===== config.mk =====
export PLATFORM = sky130hd
export DESIGN_NAME = rdec_array
export DESIGN_NICKNAME = d
export VERILOG_FILES = /design/src/rtl/rdec_pkg.sv /design/src/rtl/rdec_cswap.sv /design/src/rtl/rdec_tcell.sv /design/src/rtl/rdec_orcell.sv /design/src/rtl/rdec_module.sv /design/src/rtl/rdec_array.sv
export SDC_FILE = /design/constraint.sdc
export NUM_CORES = 1
export LEC_CHECK = 0
export ABC_AREA = 0
export CAP_MARGIN = 20
export CORE_UTILIZATION = 41
export DETAILED_ROUTE_END_ITERATION = 16
export PLACE_DENSITY = 0.81
export SLEW_MARGIN = 20
export SYNTH_ARGS = -nofsm -noshare
export SYNTH_HDL_FRONTEND = slang
export SYNTH_SLANG_ARGS = --single-unit

===== constraint.sdc =====
create_clock -name clk_i -period 0.8 [get_ports clk_i]
set_input_delay 0.16 -clock clk_i [delete_from_list [all_inputs] [get_ports clk_i]]
set_output_delay 0.16 -clock clk_i [all_outputs]
set_load 0.005 [all_outputs]

===== src/rtl/rdec_pkg.sv =====
package rdec_pkg;
  localparam int unsigned CELL_LINES = 3;
  localparam int unsigned CELL_FBITS = CELL_LINES + 2;
  localparam int unsigned DEC_CELLS  = 3;
  localparam int unsigned DEC_FBITS  = DEC_CELLS * CELL_FBITS;
  localparam int unsigned DEC_OUTS   = 4;

  typedef logic [CELL_LINES-1:0] lines_t;  // bit0 control, bit1/bit2 data
endpackage


===== src/rtl/rdec_cswap.sv =====
module rdec_cswap
  import rdec_pkg::*;
(
  input  lines_t in_i,
  output lines_t out_o
);
  always_comb begin
    out_o[0] = in_i[0];
    out_o[1] = in_i[0] ? in_i[2] : in_i[1];
    out_o[2] = in_i[0] ? in_i[1] : in_i[2];
  end
endmodule


===== src/rtl/rdec_tcell.sv =====
module rdec_tcell
  import rdec_pkg::*;
(
  input  lines_t                in_i,
  input  logic                  pia_i,
  input  logic                  pib_i,
  input  logic [CELL_FBITS-1:0] flt_i,
  output lines_t                out_o,
  output logic                  poa_o,
  output logic                  pob_o
);
  lines_t gate_out;
  lines_t mid;

  rdec_cswap u_gate (.in_i(in_i), .out_o(gate_out));

  // first stage: parity of gate outputs
  assign poa_o = pia_i ^ (^gate_out) ^ flt_i[CELL_LINES];
  // interconnect between stages, fault-injectable
  assign mid   = gate_out ^ flt_i[CELL_LINES-1:0];
  // identity stage with its own parity
  assign out_o = mid;
  assign pob_o = pib_i ^ (^mid) ^ flt_i[CELL_LINES+1];
endmodule


===== src/rtl/rdec_orcell.sv =====
module rdec_orcell #(
  parameter int unsigned WIDTH = 2
) (
  input  logic [WIDTH-1:0] in_i,
  input  logic             inv_i,
  output logic             flag_o
);
  assign flag_o = (|in_i) ^ inv_i;
endmodule


===== src/rtl/rdec_module.sv =====
module rdec_module
  import rdec_pkg::*;
(
  input  logic                 a_i,
  input  logic                 b_i,
  input  logic                 en_i,
  input  logic                 par_opp_i,
  input  logic [DEC_FBITS-1:0] flt_i,
  input  logic                 tc_inv_i,
  output logic [DEC_OUTS-1:0]  dec_o,
  output logic                 tflag_o
);
  lines_t                cin  [DEC_CELLS];
  lines_t                cout [DEC_CELLS];
  logic [DEC_CELLS-1:0]  poa, pob, mism;

  // cell 0 splits enable on a; cells 1 and 2 split on b (control chained)
  assign cin[0] = {1'b0, en_i, a_i};
  assign cin[1] = {1'b0, cout[0][1], b_i};
  assign cin[2] = {1'b0, cout[0][2], cout[1][0]};

  for (genvar k = 0; k < DEC_CELLS; k++) begin : g_cell
    rdec_tcell u_tc (
      .in_i  (cin[k]),
      .pia_i (1'b0),
      .pib_i (par_opp_i),
      .flt_i (flt_i[k*CELL_FBITS +: CELL_FBITS]),
      .out_o (cout[k]),
      .poa_o (poa[k]),
      .pob_o (pob[k])
    );
    assign mism[k] = poa[k] ^ pob[k] ^ par_opp_i;
  end

  assign dec_o = {cout[2][2], cout[2][1], cout[1][2], cout[1][1]};

  rdec_orcell #(.WIDTH(DEC_CELLS)) u_test (
    .in_i  (mism),
    .inv_i (tc_inv_i),
    .flag_o(tflag_o)
  );
endmodule


===== src/rtl/rdec_array.sv =====
module rdec_array
  import rdec_pkg::*;
#(
  parameter int unsigned NUM_MOD  = 4,
  parameter int unsigned GRP_SIZE = 2,
  localparam int unsigned NUM_GRP = NUM_MOD / GRP_SIZE
) (
  input  logic                          clk_i,
  input  logic                          rst_ni,
  input  logic [NUM_MOD-1:0]            a_i,
  input  logic [NUM_MOD-1:0]            b_i,
  input  logic [NUM_MOD-1:0]            en_i,
  input  logic                          par_opp_i,
  input  logic [NUM_MOD*DEC_FBITS-1:0]  fault_i,
  input  logic [NUM_MOD-1:0]            tc_inv_i,
  input  logic [NUM_GRP-1:0]            grp_inv_i,
  input  logic                          root_inv_i,
  output logic [NUM_MOD*DEC_OUTS-1:0]   dec_o,
  output logic [NUM_MOD-1:0]            tflag_o,
  output logic [NUM_GRP-1:0]            grp_o,
  output logic                          mmt_o
);
  logic [NUM_MOD*DEC_OUTS-1:0] dec_d;
  logic [NUM_MOD-1:0]          tflag_d;
  logic [NUM_GRP-1:0]          grp_d;
  logic                        mmt_d;

  for (genvar m = 0; m < NUM_MOD; m++) begin : g_mod
    rdec_module u_mod (
      .a_i      (a_i[m]),
      .b_i      (b_i[m]),
      .en_i     (en_i[m]),
      .par_opp_i(par_opp_i),
      .flt_i    (fault_i[m*DEC_FBITS +: DEC_FBITS]),
      .tc_inv_i (tc_inv_i[m]),
      .dec_o    (dec_d[m*DEC_OUTS +: DEC_OUTS]),
      .tflag_o  (tflag_d[m])
    );
  end

  for (genvar g = 0; g < NUM_GRP; g++) begin : g_grp
    rdec_orcell #(.WIDTH(GRP_SIZE)) u_comb (
      .in_i  (tflag_d[g*GRP_SIZE +: GRP_SIZE]),
      .inv_i (grp_inv_i[g]),
      .flag_o(grp_d[g])
    );
  end

  rdec_orcell #(.WIDTH(NUM_GRP)) u_root (
    .in_i  (grp_d),
    .inv_i (root_inv_i),
    .flag_o(mmt_d)
  );

  always_ff @(posedge clk_i or negedge rst_ni) begin
    if (!rst_ni) begin
      dec_o   <= '0;
      tflag_o <= '0;
      grp_o   <= '0;
      mmt_o   <= 1'b0;
    end else begin
      dec_o   <= dec_d;
      tflag_o <= tflag_d;
      grp_o   <= grp_d;
      mmt_o   <= mmt_d;
    end
  end
endmodule


=== Yosys cells after proc, flatten, opt, wreduce, memory -nomap -nowiden ===
Cells that the tools add are included.
W data, S select, Z words.

* Register bits after elaboration: 23
* Output and inout bits: 23
* Word-level logic and storage cells: 138

* Mux-type cells: 24
* Bitwise logic cells: 79
* Reduce and logical (&&, ||, !) cells: 31

{| class="wikitable"
|+ Operator list
! kind !! count
|-
| $reduce_xor A3 Y1 || 24
|-
| $xor A1 B1 Y1 || 67
|-
| $xor A3 B3 Y3 || 12
|-
| $mux W1 || 24
|-
| $reduce_or A3 Y1 || 4
|-
| $reduce_or A2 Y1 || 3
|}

=== Depth between registers and ports, before layout ===
* Depth in word-level cells: 17
* Depth in mapped cells: 11

=== Hierarchy ===
From an unflattened synthesis, not the netlist that was laid out.

* Cell total of the unflattened synthesis: 221
* Area, all modules: 2602.5 um2

{| class="wikitable"
|+ By module, submodules not included
! module !! times used !! cells each !! area each (um2) !! sequential area each (um2)
|-
| rdec_tcell || 12 || 11 || 103.8 || 0.0
|-
| rdec_array || 1 || 23 || 575.6 || 575.6
|-
| rdec_cswap || 12 || 3 || 30.0 || 0.0
|-
| rdec_module || 4 || 4 || 75.1 || 0.0
|-
| rdec_orcell at g_mod[0].u_mod.u_test ... || 4 || 2 || 18.8 || 0.0
|-
| rdec_orcell at g_grp[0].u_comb ... || 3 || 2 || 15.0 || 0.0
|}

=== Worst setup path after synthesis ===
No wires, ideal clock.

* Kind: input-to-reg
* Start: input a_i[2]
* End: register mmt_o
* Arrival: 2.634 ns
* Data required time: 0.663 ns
* Path slack: -1.971 ns
* Stages on the path: 10
* Path through: ha_1 -> xor2_1 -> ha_1 -> xnor2_1 -> xnor2_1 -> xnor3_1 -> or4_1 -> a221oi_2 -> o32ai_1 -> xor2_1

* Word-level cells in the longest chain between the ends: 15
* Elaborated cells on any way between the ends: 36

{| class="wikitable"
|+ RTL lines
! what !! RTL line !! source
|-
| start: declaration || rdec_array.sv:10 || <nowiki>input logic [NUM_MOD-1:0] a_i,</nowiki>
|-
| $mux W1, on equally long branches || rdec_cswap.sv:9, rdec_cswap.sv:10 ||
|-
| $xor A3 B3 Y3 || rdec_tcell.sv:20 || <nowiki>assign mid = gate_out ^ flt_i[CELL_LINES-1:0];</nowiki>
|-
| $mux W1, on equally long branches || rdec_cswap.sv:9, rdec_cswap.sv:10 ||
|-
| $xor A3 B3 Y3 || rdec_tcell.sv:20 ||
|-
| $reduce_xor A3 Y1 || rdec_tcell.sv:23 || <nowiki>assign pob_o = pib_i ^ (^mid) ^ flt_i[CELL_LINES+1];</nowiki>
|-
| $xor A1 B1 Y1 (2 in a row) || rdec_tcell.sv:23 ||
|-
| $xor A1 B1 Y1 (2 in a row) || rdec_module.sv:32 || <nowiki>assign mism[k] = poa[k] ^ pob[k] ^ par_opp_i;</nowiki>
|-
| $reduce_or A3 Y1 * || rdec_orcell.sv:8 || <nowiki>assign flag_o = (|in_i) ^ inv_i;</nowiki>
|-
| $xor A1 B1 Y1 * || rdec_orcell.sv:8 ||
|-
| $reduce_or A2 Y1 * || rdec_orcell.sv:8 ||
|-
| $xor A1 B1 Y1 * || rdec_orcell.sv:8 ||
|-
| $reduce_or A2 Y1 * || rdec_orcell.sv:8 ||
|-
| $xor A1 B1 Y1 * || rdec_orcell.sv:8 ||
|-
| named net mmt_d || rdec_array.sv:26 || <nowiki>logic mmt_d;</nowiki>
|-
| end signal: assignment || rdec_array.sv:65 || <nowiki>mmt_o <= mmt_d;</nowiki>
|-
| end: declaration || rdec_array.sv:21 || <nowiki>output logic mmt_o</nowiki>
|}

The timed path passes the listed nets; every way through them passes the cells marked *.

=== Worst setup path in the final report ===
* Start: input a_i[3]
* End: register mmt_o

* Word-level cells in the longest chain between the ends: 15
* Elaborated cells on any way between the ends: 36

{| class="wikitable"
|+ RTL lines
! what !! RTL line !! source
|-
| $mux W1 || rdec_cswap.sv:10 || <nowiki>out_o[2] = in_i[0] ? in_i[1] : in_i[2];</nowiki>
|-
| $xor A3 B3 Y3 || rdec_tcell.sv:20 ||
|-
| $mux W1 || rdec_cswap.sv:10 ||
|-
| $xor A3 B3 Y3 || rdec_tcell.sv:20 ||
|-
| named net dec_d[15] || rdec_array.sv:23 || <nowiki>logic [NUM_MOD*DEC_OUTS-1:0] dec_d;</nowiki>
|-
| $reduce_xor A3 Y1 || rdec_tcell.sv:23 ||
|-
| $xor A1 B1 Y1 (2 in a row) || rdec_tcell.sv:23 ||
|-
| $xor A1 B1 Y1 (2 in a row) || rdec_module.sv:32 ||
|-
| $reduce_or A3 Y1 || rdec_orcell.sv:8 ||
|-
| $xor A1 B1 Y1 || rdec_orcell.sv:8 ||
|-
| $reduce_or A2 Y1 || rdec_orcell.sv:8 ||
|-
| $xor A1 B1 Y1 || rdec_orcell.sv:8 ||
|-
| $reduce_or A2 Y1 || rdec_orcell.sv:8 ||
|-
| $xor A1 B1 Y1 || rdec_orcell.sv:8 ||
|-
| named net mmt_d || rdec_array.sv:26 ||
|}

The timed path passes the listed nets, and every way through them passes these cells.

==> impl_results.md <==
- Root Buffer: clkbuf_8
- Clk buf depth: 2
- Worst Tran Pin Value: 422.2 ps
- Final GP Congestion: 0.7430
- CP max-delay cell: or4_4
- CP max stage delay: about 570 ps
- Synthesized Nets: between 200 and 300
- Largest net degree at the start of global routing: 24
- GRT Total Usage: ~29%
- Number of synthesized flops with an enable pin: 0
- Initial antenna violation count: 0
- Ys Warns: 0
- Multi-input gate area: 2384 um^2
- Critical path class: input port to register
- Fillcell total: 98
- Reg area: approximately 580 um^2
- Clk slew on worst S/H paths: 100 ps
- Fin. Hold Viols: 0
- Outcome: finished with violations
- Fin. max-slew vios: 0
- Post-Syn Area: ~2100 um^2
- Max Cap Violations: 0
- Final Cycle Share: 350.8%
- Total CTS buffers: 3
- Initial Utilization: 43.66%
- Power Density: 1791 nW/um^2
- Worst vdd ir: 1.132 mV
- Clock Sinks: 23
- Die width: around 74 um
- Post-synthesis cell count: 179
- Final HPWL DP: 4245 um
- Post-synth top area cell: dfrtp_1
- First-pass GRT wire length: 11020 um
- Leak pwr: between 1.5 and 2 nW
- Share of cells above drive strength 1: 57.14%
- Area contributors post-synth: dfrtp_1 (27%), ha_1 (14%), xnor2_1 (14%), xor2_1 (14%), xnor3_1 (8.5%)
- FMAX: 356.3 MHz
- Core area: 4848 um^2
- Hold-fix buffers at CTS: 0
- Worst path buffer plus inverter count: 2
- CP Capture Type: register
- DR vias: 2191
- CP startpoint kind: input port
- Port bufs: 103
- Top Family by Delay on Critical Path: XOR/XNOR gates
- Detailed Routing Iterations Pass 1: 4
- Post-DR wirelength/cell: 24.07 um
- CTS tree: done
- Failing checks: negative setup slack
- DP Cell Count: 390
- Yosys top cell area share: a little over a quarter
- Rows: 25
- Die Y: 73.86 um
- Critical Path Source: a_i[3]
- Worst EP required: 960 ps
- Final wirelength: ~10000 um
- Most frequent cells after synthesis: xnor2_1 (34), xor2_1 (34), ha_1 (24), dfrtp_1 (23), inv_1 (12)
- H-tree lvl count: 1
- Final ANT Viol Nets: 0
- CP Max Fanout: 3
- Gr ovfl total: 0
- Sequential area share after synthesis: 27.19%
- Ys flop type: dfrtp_1
- Worst setup margin: -2006 ps
- Final Hold Slack: about 220 ps
- I/O pins: about 110
- Synthesis-to-layout area growth: 119.7%
- Synth Area per Inst: 11.83 um^2
- RSZ-0062 raised after global routing: true
- Crit path arrival time: approximately 3000 ps
- Final non-filler cell total: approximately 420
- Diode count: 0
- Design area: 4652 um^2
- Vias in the first global route: 2226
- Minimum clock period: 2806 ps
- Iter 0 DRT Violations: 66
- HP Class: input port to async pin
- Vias per cell: 5.254
- Final #Nets: between 400 and 500
- Unique masters post-synth: 28
- Async SR Flop Fraction: 100.0%
- Placed cell area: 3951 um^2
- Crit-path cells: buf_12, buf_12, ha_4, xor2_4, ha_4, xor2_4, xor3_1, xnor2_2, or4_4, a221oi_4, o32ai_2, xor2_1
- Die area: roughly 5500 um^2
- Post-synthesis register bit count: 23
- Slew headroom: about 72%
- Setup Viol. Count Final: 44
- # DRC: 0
stage by stage:
| step | setup WS (ps) | total power, mW | setup TNS (ps) | utilization [%] |
|---|---|---|---|---|
| after floorplan | -1764 | 3.771 | -11680 | - |
| after global placement | -2466 | 5.639 | -32030 | 81.50 |
| after detailed placement | -2567 | 5.768 | -33270 | 81.50 |
| after CTS | -1997 | 7.264 | -15520 | 91.72 |
| after global routing | -2055 | 8.593 | -17430 | 95.95 |
| final | -2006 | 8.334 | -16340 | 95.95 |
cells by family after synthesis:
kind of cell | count (synthesis) | synth area share [%]
AO/OA/AOI/OAI | 9 | 4.314
XOR/XNOR | 85 | 44.98
adder cells (fa/ha/maj) | 24 | 14.18
buffers and inverters | 14 | 2.482
flip-flops | 23 | 27.19
multiplexers | 2 | 0.9457
AND/OR/NAND/NOR | 22 | 5.910
registers in the layout, indices dropped and copies added (netlist names):
name and cells:
tflag_o 4, mmt_o 1, grp_o 2, dec_o 16
worst max path at each step:
stage	cells after the start	slack, ps	endpoint
2_1_floorplan	10	-1760	mmt_o
3_3_place_gp	13	-2470	mmt_o
3_5_place_dp	14	-2570	mmt_o
4_1_cts	13	-2000	mmt_o
5_1_grt	12	-2060	mmt_o
6_report	12	-2010	mmt_o
power by group:
part,total (mW),leakage (nW),switching (mW),internal (mW)
combinational,6.02,1.70,2.78,3.25
sequential,1.52,0.267,0.0970,1.42
clock,0.791,0.0255,0.441,0.350
cells in the final DEF, fill, tap and decap left out, drive strengths merged, types with 3 or more instances in the layout:
cell / netlist / final
or4: 4 / 4
clkdlybuf4s50: 0 / 56
dlygate4sd2: 0 / 5
xor3: 3 / 3
inv: 14 / 14
xnor2: 36 / 36
nor3: 4 / 4
ha: 24 / 24
xor2: 37 / 37
clkdlybuf4s15: 0 / 4
nand2b: 3 / 3
nor2: 3 / 3
nand2: 4 / 4
buf: 0 / 99
clkbuf: 0 / 6
xnor3: 9 / 9
dfrtp: 23 / 23
what timing repair did:
item | 4_1_cts | 5_1_grt
endpoints found under the setup margin | 46 | 46
gates resized for setup | 234 | 30
pin swaps | 58 | 19
buffers inserted | 24 | 5
cell type report:
type                       instances  share of cell area [%]
multi-input combinational        142                   51.24
tap                               67                   1.802
timing repair buffer             167                   31.50
inverter                          14                   2.098
sequential                        23                   12.37
clock inverter                     1                  0.1076
clock buffer                       3                  0.8876
routing by layer:
layer	up-vias	GRT usage [%]	wire length, um
met4	0	11.54	754
li1	912	-	-
met5	-	0	0
met1	1079	27.86	3103
met3	61	4.801	668
met2	139	57.90	5510
Power figures use the tool's default switching activity.
